==> src/rtl/rstx_pkg.sv <==
package rstx_pkg;

  typedef enum logic [1:0] {
    PH_IDLE  = 2'd0,
    PH_COUNT = 2'd1,
    PH_DONE  = 2'd2
  } rstx_phase_e;

  function automatic int unsigned rstx_max(input int unsigned a, input int unsigned b);
    return (a > b) ? a : b;
  endfunction

endpackage

==> src/rtl/rstx_sync.sv <==
module rstx_sync #(
  parameter int unsigned STAGES = 2
) (
  input  logic clk,
  input  logic arst_n,
  output logic rel_sync
);

  logic [STAGES-1:0] chain_q;

  generate
    for (genvar g = 0; g < STAGES; g++) begin : g_stage
      if (g == 0) begin : g_first
        always_ff @(posedge clk or negedge arst_n) begin
          if (!arst_n) chain_q[g] <= 1'b0;
          else         chain_q[g] <= 1'b1;
        end
      end else begin : g_next
        always_ff @(posedge clk or negedge arst_n) begin
          if (!arst_n) chain_q[g] <= 1'b0;
          else         chain_q[g] <= chain_q[g-1];
        end
      end
    end
  endgenerate

  assign rel_sync = chain_q[STAGES-1];

  // once released, the synchronized release stays high until reset
  assert_sync_holds_R2: assert property (@(posedge clk) disable iff (!arst_n)
    rel_sync |=> rel_sync);

endmodule

==> src/rtl/rstx_counter.sv <==
module rstx_counter #(
  parameter int unsigned CW = 13
) (
  input  logic          clk,
  input  logic          arst_n,
  input  logic          en,
  input  logic [CW-1:0] target,
  output logic          last
);

  logic [CW-1:0] cnt_q;
  logic          at_end;

  assign at_end = (cnt_q == target);
  assign last   = en && !at_end && (cnt_q == target - CW'(1));

  always_ff @(posedge clk or negedge arst_n) begin
    if (!arst_n)             cnt_q <= '0;
    else if (en && !at_end)  cnt_q <= cnt_q + CW'(1);
  end

  // saturating counter never passes its terminal value
  assert_cnt_bounded_R6: assert property (@(posedge clk) disable iff (!arst_n)
    cnt_q <= target);

endmodule

==> src/rtl/rst_stretch_ctrl.sv <==
module rst_stretch_ctrl
  import rstx_pkg::*;
#(
  parameter int unsigned SYNC_STAGES  = 2,
  parameter int unsigned SHORT_CYCLES = 512,
  parameter int unsigned LONG_CYCLES  = 4096
) (
  input  logic clk,
  input  logic ext_rst_n,
  input  logic src_sel,
  output logic int_rst_n,
  output logic osc_stable,
  output logic div8_force,
  output logic cfg_capture,
  output logic src_sel_q
);

  localparam int unsigned MAXC = rstx_max(SHORT_CYCLES, LONG_CYCLES);
  localparam int unsigned CW   = $clog2(MAXC + 1);

  rstx_phase_e   phase_q;
  logic          rel_sync;
  logic          cnt_last;
  logic [CW-1:0] target;
  logic          counting;

  rstx_sync #(.STAGES(SYNC_STAGES)) u_sync (
    .clk      (clk),
    .arst_n   (ext_rst_n),
    .rel_sync (rel_sync)
  );

  assign target   = src_sel_q ? CW'(SHORT_CYCLES) : CW'(LONG_CYCLES);
  assign counting = (phase_q == PH_COUNT);

  rstx_counter #(.CW(CW)) u_cnt (
    .clk    (clk),
    .arst_n (ext_rst_n),
    .en     (counting),
    .target (target),
    .last   (cnt_last)
  );

  always_ff @(posedge clk or negedge ext_rst_n) begin
    if (!ext_rst_n) begin
      phase_q     <= PH_IDLE;
      cfg_capture <= 1'b0;
      src_sel_q   <= 1'b0;
    end else begin
      cfg_capture <= 1'b0;
      case (phase_q)
        PH_IDLE: if (rel_sync) begin
          phase_q     <= PH_COUNT;
          cfg_capture <= 1'b1;
          src_sel_q   <= src_sel;
        end
        PH_COUNT: if (cnt_last) phase_q <= PH_DONE;
        default:  phase_q <= PH_DONE;
      endcase
    end
  end

  always_ff @(posedge clk or negedge ext_rst_n) begin
    if (!ext_rst_n) begin
      int_rst_n  <= 1'b0;
      osc_stable <= 1'b0;
      div8_force <= 1'b1;
    end else if (cnt_last) begin
      int_rst_n  <= 1'b1;
      osc_stable <= 1'b1;
      div8_force <= 1'b0;
    end
  end

  // stable flag is sticky until the next external reset
  assert_stable_sticky_R6: assert property (@(posedge clk) disable iff (!ext_rst_n)
    osc_stable |=> osc_stable);

  // capture strobe lasts a single cycle
  assert_capture_single_R2: assert property (@(posedge clk) disable iff (!ext_rst_n)
    cfg_capture |=> !cfg_capture);

  // latched strap holds once the count has started
  assert_strap_frozen_R3: assert property (@(posedge clk) disable iff (!ext_rst_n)
    (phase_q != PH_IDLE) |=> $stable(src_sel_q));

  // forced divide and internal reset stay complementary
  assert_force_matches_R7: assert property (@(posedge clk) disable iff (!ext_rst_n)
    div8_force == !int_rst_n);

  // internal reset only releases after the capture strobe has passed
  assert_release_after_capture_R4: assert property (@(posedge clk) disable iff (!ext_rst_n)
    $rose(int_rst_n) |-> !cfg_capture);

endmodule

==> config.mk <==
export PLATFORM = sky130hd
export DESIGN_NAME = rst_stretch_ctrl
export DESIGN_NICKNAME = d
export VERILOG_FILES = /design/src/rtl/rstx_pkg.sv /design/src/rtl/rstx_sync.sv /design/src/rtl/rstx_counter.sv /design/src/rtl/rst_stretch_ctrl.sv
export SDC_FILE = /design/constraint.sdc
export NUM_CORES = 1
export LEC_CHECK = 0
export BUFFER_PORTS_ARGS = -buffer_cell sky130_fd_sc_hd__buf_2
export CAP_MARGIN = 20
export CORE_ASPECT_RATIO = 0.8
export CORE_MARGIN = 3
export CORE_UTILIZATION = 60
export CTS_CLUSTER_DIAMETER = 100
export CTS_CLUSTER_SIZE = 28
export DETAILED_ROUTE_END_ITERATION = 8
export PLACE_DENSITY = 0.86
export SYNTH_ARGS = -nofsm -noshare
export SYNTH_HDL_FRONTEND = slang
export SYNTH_SLANG_ARGS = --single-unit
==> constraint.sdc <==
create_clock -name clk -period 4.7 [get_ports clk]
set_input_delay 0.235 -clock clk [delete_from_list [all_inputs] [get_ports clk]]
set_output_delay 0.235 -clock clk [all_outputs]
set_load 0.05 [all_outputs]
---- Word level (Yosys, flattened, before mapping) ----
Index checks and enable logic that the tools add are counted.
operators by class
  mux-type cells .......................... 6
  equality and inequality tests ........... 5
  reduce and logical (&&, ||, !) cells .... 6
  add/sub/neg operators ................... 2
operators by type and width
  cell                                                 number
  equality test 13 bit                                 2
  adder 13 x 1 -> 13 bit, second input constant        1
  2-to-1 mux 13 bit                                    1
  subtractor 13 x 1 -> 13 bit, second input constant   1
  2-to-1 mux 2 bit                                     2
  one-hot mux 2 bit (2 select lines)                   1
  AND reduction 2 bit                                  2
  equality test 2 x 1 -> 1 bit, second input constant  1
  logical AND 1 bit                                    2
  logical NOT 2 bit                                    1
  2-to-1 mux 1 bit                                     2
  != test 2 x 1 -> 1 bit, second input constant        1
  != test 2 bit, second input constant                 1
  logical NOT 1 bit                                    1
word-level totals
  bits of input ports ..................... 3
  output and inout port bits .............. 5
  word-level logic and storage cells ...... 27
  register bits after elaboration ......... 21

---- Logic depth before layout (Yosys ltp) ----
  depth after elaboration ................. 7
  depth in mapped cells ................... 6
  mapped depth without buffers ............ 6

---- By module ----
A second synthesis with hierarchy kept.
second synthesis, totals
  cell total of the unflattened synthesis .. 148
  area total of the unflattened synthesis .. 1,490.2 um2
modules (own cells, without submodules)
  module            instances  sequential area each (um2)  area each (um2)  cells an instance
  rstx_counter      1          325.3                       1,212.4          128
  rst_stretch_ctrl  1          151.4                       224.0            17
  rstx_sync         1          50.0                        53.8             3

---- Worst setup path after synthesis ----
Ideal clock, no wire load.
  kind .................................... register -> register
  from .................................... register src_sel_q
  to ...................................... register div8_force
  data required time ...................... 4.622 ns
  path slack .............................. 2.807 ns
  period minus slack after synthesis ...... 1.893 ns
  cell stages (with the launch flop) ...... 5
  buffers on the path ..................... 0
  arrival time ............................ 1.815 ns
  setup time .............................. 0.078 ns
  cells stage by stage .................... dfrtp_1 or4b_4 a2111oi_4 nand2_2 and2_1
between the ends
  longest elaborated chain between the ends .. 5
  elaborated cells between the ends (all ways) .. 7
  those cells by class .................... add/sub: 1; eq/ne: 2; mux: 1; reduce/logical: 3
RTL lines
  what                                                                 RTL line                source
  start: declaration                                                   rst_stretch_ctrl.sv:15  output logic src_sel_q
  start signal: assignment                                             rst_stretch_ctrl.sv:55  src_sel_q <= src_sel;
  2-to-1 mux 13 bit (*)                                                rst_stretch_ctrl.sv:33  assign target = src_sel_q ? CW'(SHORT_CYCLES) : CW'(LONG_CYCLES);
  branches (longest 3 deep; another with subtractor 13 x 1 -> 13 bit)  -
  logical AND 1 bit (*)                                                rstx_counter.sv:15      assign last = en && !at_end && (cnt_q == target - CW'(1));
  end signal: assignment                                               rst_stretch_ctrl.sv:67  div8_force <= 1'b1;
  end signal: assignment                                               rst_stretch_ctrl.sv:71  div8_force <= 1'b0;
  end: declaration                                                     rst_stretch_ctrl.sv:13  output logic div8_force,
Mark *: on every way between the ends.
A chain may end at the register's enable or synchronous reset.

---- Worst setup path after layout ----
  from .................................... register u_cnt.cnt_q[11]
  to ...................................... register div8_force
between the ends
  longest elaborated chain between the ends .. 4
  elaborated cells between the ends (all ways) .. 5
  those cells by class .................... eq/ne: 2; reduce/logical: 3
RTL lines
  what                      RTL line            source
  start: declaration        rstx_counter.sv:11  logic [CW-1:0] cnt_q;
  start signal: assignment  rstx_counter.sv:19  else if (en && !at_end) cnt_q <= cnt_q + CW'(1);
  equality test 13 bit      rstx_counter.sv:14  assign at_end = (cnt_q == target);
  logical NOT 1 bit         rstx_counter.sv:15
  logical AND 1 bit         rstx_counter.sv:15
  logical AND 1 bit (*)     rstx_counter.sv:15
Mark *: on every way between the ends. The rest lies on a longest branch, timed or not.

==> out/metrics.cfg <==
[power_and_ir_drop]
ir_worst_vdd_v=0.0002786
total_power_uw=466.8
p_per_area_nw_per_um2=443.6
power_leakage_uw=0.0004942

[detailed_routing]
vias=620
ant_nets=0
drtIter0Drc=17
via_per_inst=5.439
routed_wl_um=1561
wl_per_cell_um=13.69
firstDrtPassIters=4
drc_errors=0

[floorplan]
dieArea_um2=2145
die_w_um=51.04
initial_core_util_pct=66.84
core-area_um2=1456
rows=12
io_pins=8
die_h_um=42.03

[sta]
rsz0062_at_grt=false
final_hold_viol_count=0
min_period_ns=1.771
setup_viol=0
fin_ws_ns=2.929
max_freq_mhz=564.5
finalClockSkew_ns=0.01087
drv_slew=0
totalNegativeSetupSlack_ns=0
fin_crit_sh_pct=37.69

[hold_path]
hold_path.class=in2reg
min-delay-start=src_sel
holdPathEnd=src_sel_q$_DFFE_PN0P_
whs_path_depth=2

[placed_design]
dpl_cell_area_um2=1016
numPortBuffers=7
hpwl_um=1159
gp_congestion=0.8381
place_ws_ns=2.944

[clock_network]
clockBufferDepth=2
htree_levels=1
cts_buffers=3
clkLatencyLatePin_ns=0.31
cts.sinks=21
cts_resized=0
cts_tree=yes
clkTransAtPathRegs_ns=0.11
postCtsSetupBuffers=0
clock-root-buffer=clkbuf_4

[synthesis]
synth_edf_count=0
synthArstFlopShare_pct=100.0
synthFlopType=dfrtp_1
synthTopCellsByCount=dfrtp_1, nand2_1, xnor2_1
postSynthCellCount=83
ys_seq_elements=21
synth_top_area_cell=dfrtp_1
yosysWarnings=0
synth_area_um2=973.4
avgSynthCellArea_um2=11.73
yosys.area.top_type_share_pct=51.41
synth.area.top_cells=dfrtp_1, xnor2_1, xor2_1, nand2_1, a2111oi_4
yosysSeqAreaShare_pct=54.11
yosysMostFrequentCell=dfrtp_1
synthesis.nets=88
yosys.cell_types.count=32

[global_route]
overflow=0
antenna_found_initial=0
grt_pass1_vias=628
grtUsageTotal_pct=17.70
grt_pass1_wl_um=2787
grt_max_degree=22

[run_status]
status=finished clean

[setup_path]
ff2ff_path_depth=4
crit_type=reg2reg
crit_path_end_kind=flop
reg2reg_from=u_cnt.cnt_q[11]$_DFFE_PN0P_
r2r-end=div8_force$_DFFE_PN1P_
cp-start-kind=flop
critical_path.max_stage_delay_ns=0.57
crit_arrival_ns=2.02
rrSetupSlack_ns=2.93
crit_buf_inv=0
crit_slowest_cell=or4b_4
critical_path_required_ns=4.95
crit_fanout=5
cp_top_family=simple AND/OR/NAND/NOR gates
crit_chain=or4b_4 > a2111oi_4 > nand2_2 > and2_1

[cells_and_area]
drive_above_1_share_pct=19.35
multi_input_area_um2=420.4
n_antenna_cell=0
regArea_um2=526.8
stdcell_area_um2=1052
nets=99
fillers=111
synthToLayoutAreaGrowth_pct=8.098

[run]
cap_viol_max_count=0

[power breakdown]
group | internal, µW | leakage (µW) | switching (µW)
combinational | 54.8 | 0.000213 | 64.7
sequential | 216 | 0.000266 | 45.8
clock | 33.1 | 0.0000150 | 52.4
total | 304 | 0.000494 | 163
[logic make-up after synthesis]
| family | after synthesis | synth area share [%] |
|---|---|---|
| AO/OA/AOI/OAI | 5 | 5.785 |
| buffers and inverters | 4 | 2.700 |
| flip-flops | 21 | 54.11 |
| multiplexers | 2 | 2.313 |
| adder cells (fa/ha/maj) | 2 | 2.570 |
| other | 1 | 0.3852 |
| XOR/XNOR | 11 | 9.897 |
| AND/OR/NAND/NOR | 37 | 22.24 |
[cells in the final DEF (no fill, tap or decap), drive strengths merged, types with 2 or more instances in the layout]
cell	count
nand3	5
and3	2
nor3b	2
inv	2
xor2	4
xnor2	7
nand2b	2
nand2	10
nor4	2
mux2	2
clkbuf	4
nor3	2
nand4b	2
nand4	2
buf	7
dfrtp	20
nor2	3
ha	2
[state kept, by name (all words and copies together) (netlist names)]
signal	count
phase_q	2
div8_force	1
u_sync.rel_sync	1
src_sel_q	1
u_sync.chain_q	1
u_cnt.cnt_q	13
osc_stable	1
cfg_capture	1
[worst max path at each step]
stage                                      startpoint                    endpoint  slack [ns]  cells past startpoint
final                     u_cnt.cnt_q[11]$_DFFE_PN0P_      div8_force$_DFFE_PN1P_        2.93                      4
after global routing       u_cnt.cnt_q[0]$_DFFE_PN0P_  u_cnt.cnt_q[1]$_DFFE_PN0P_        2.75                      6
after CTS                 u_cnt.cnt_q[11]$_DFFE_PN0P_      div8_force$_DFFE_PN1P_        2.92                      4
after detailed placement  u_cnt.cnt_q[11]$_DFFE_PN0P_      div8_force$_DFFE_PN1P_        2.94                      4
after global placement    u_cnt.cnt_q[11]$_DFFE_PN0P_      div8_force$_DFFE_PN1P_        2.97                      4
after floorplan                 src_sel_q$_DFFE_PN0P_      div8_force$_DFFE_PN1P_        2.81                      4
[what timing repair did]
item | CTS | global route
hold endpoints to repair | 20 | 0
setup endpoints to repair | 0 | 0
hold buffers | 1 | 0
[routing by layer]
metal | vias up | GRT usage [%] | part of all wire (%)
met4 | 0 | 5.376 | 1.2
met3 | 5 | 6.406 | 3.7
met5 | - | 0 | 0
met1 | 304 | 24.19 | 46
li1 | 304 | - | -
met2 | 7 | 26.22 | 49
[cell type report]
class | count | share of cell area (%)
flip-flops and latches | 21 | 50.06
multi-input cells | 58 | 39.95
repair buffers | 8 | 4.281
clock buffers | 4 | 2.497
well taps | 21 | 2.497
inverters | 2 | 0.7134
[per-stage QoR]
step | hold slack (ns) | instances | utilization (%)
floorplan | -0.06059 | 83 | -
global placement | 0.2001 | 109 | 69.76
global route | 0.1390 | 114 | 72.25
CTS | 0.1504 | 114 | 72.25
finish | 0.1528 | 114 | 72.25
detailed placement | 0.2042 | 109 | 69.76
Power figures use the tool's default switching activity.
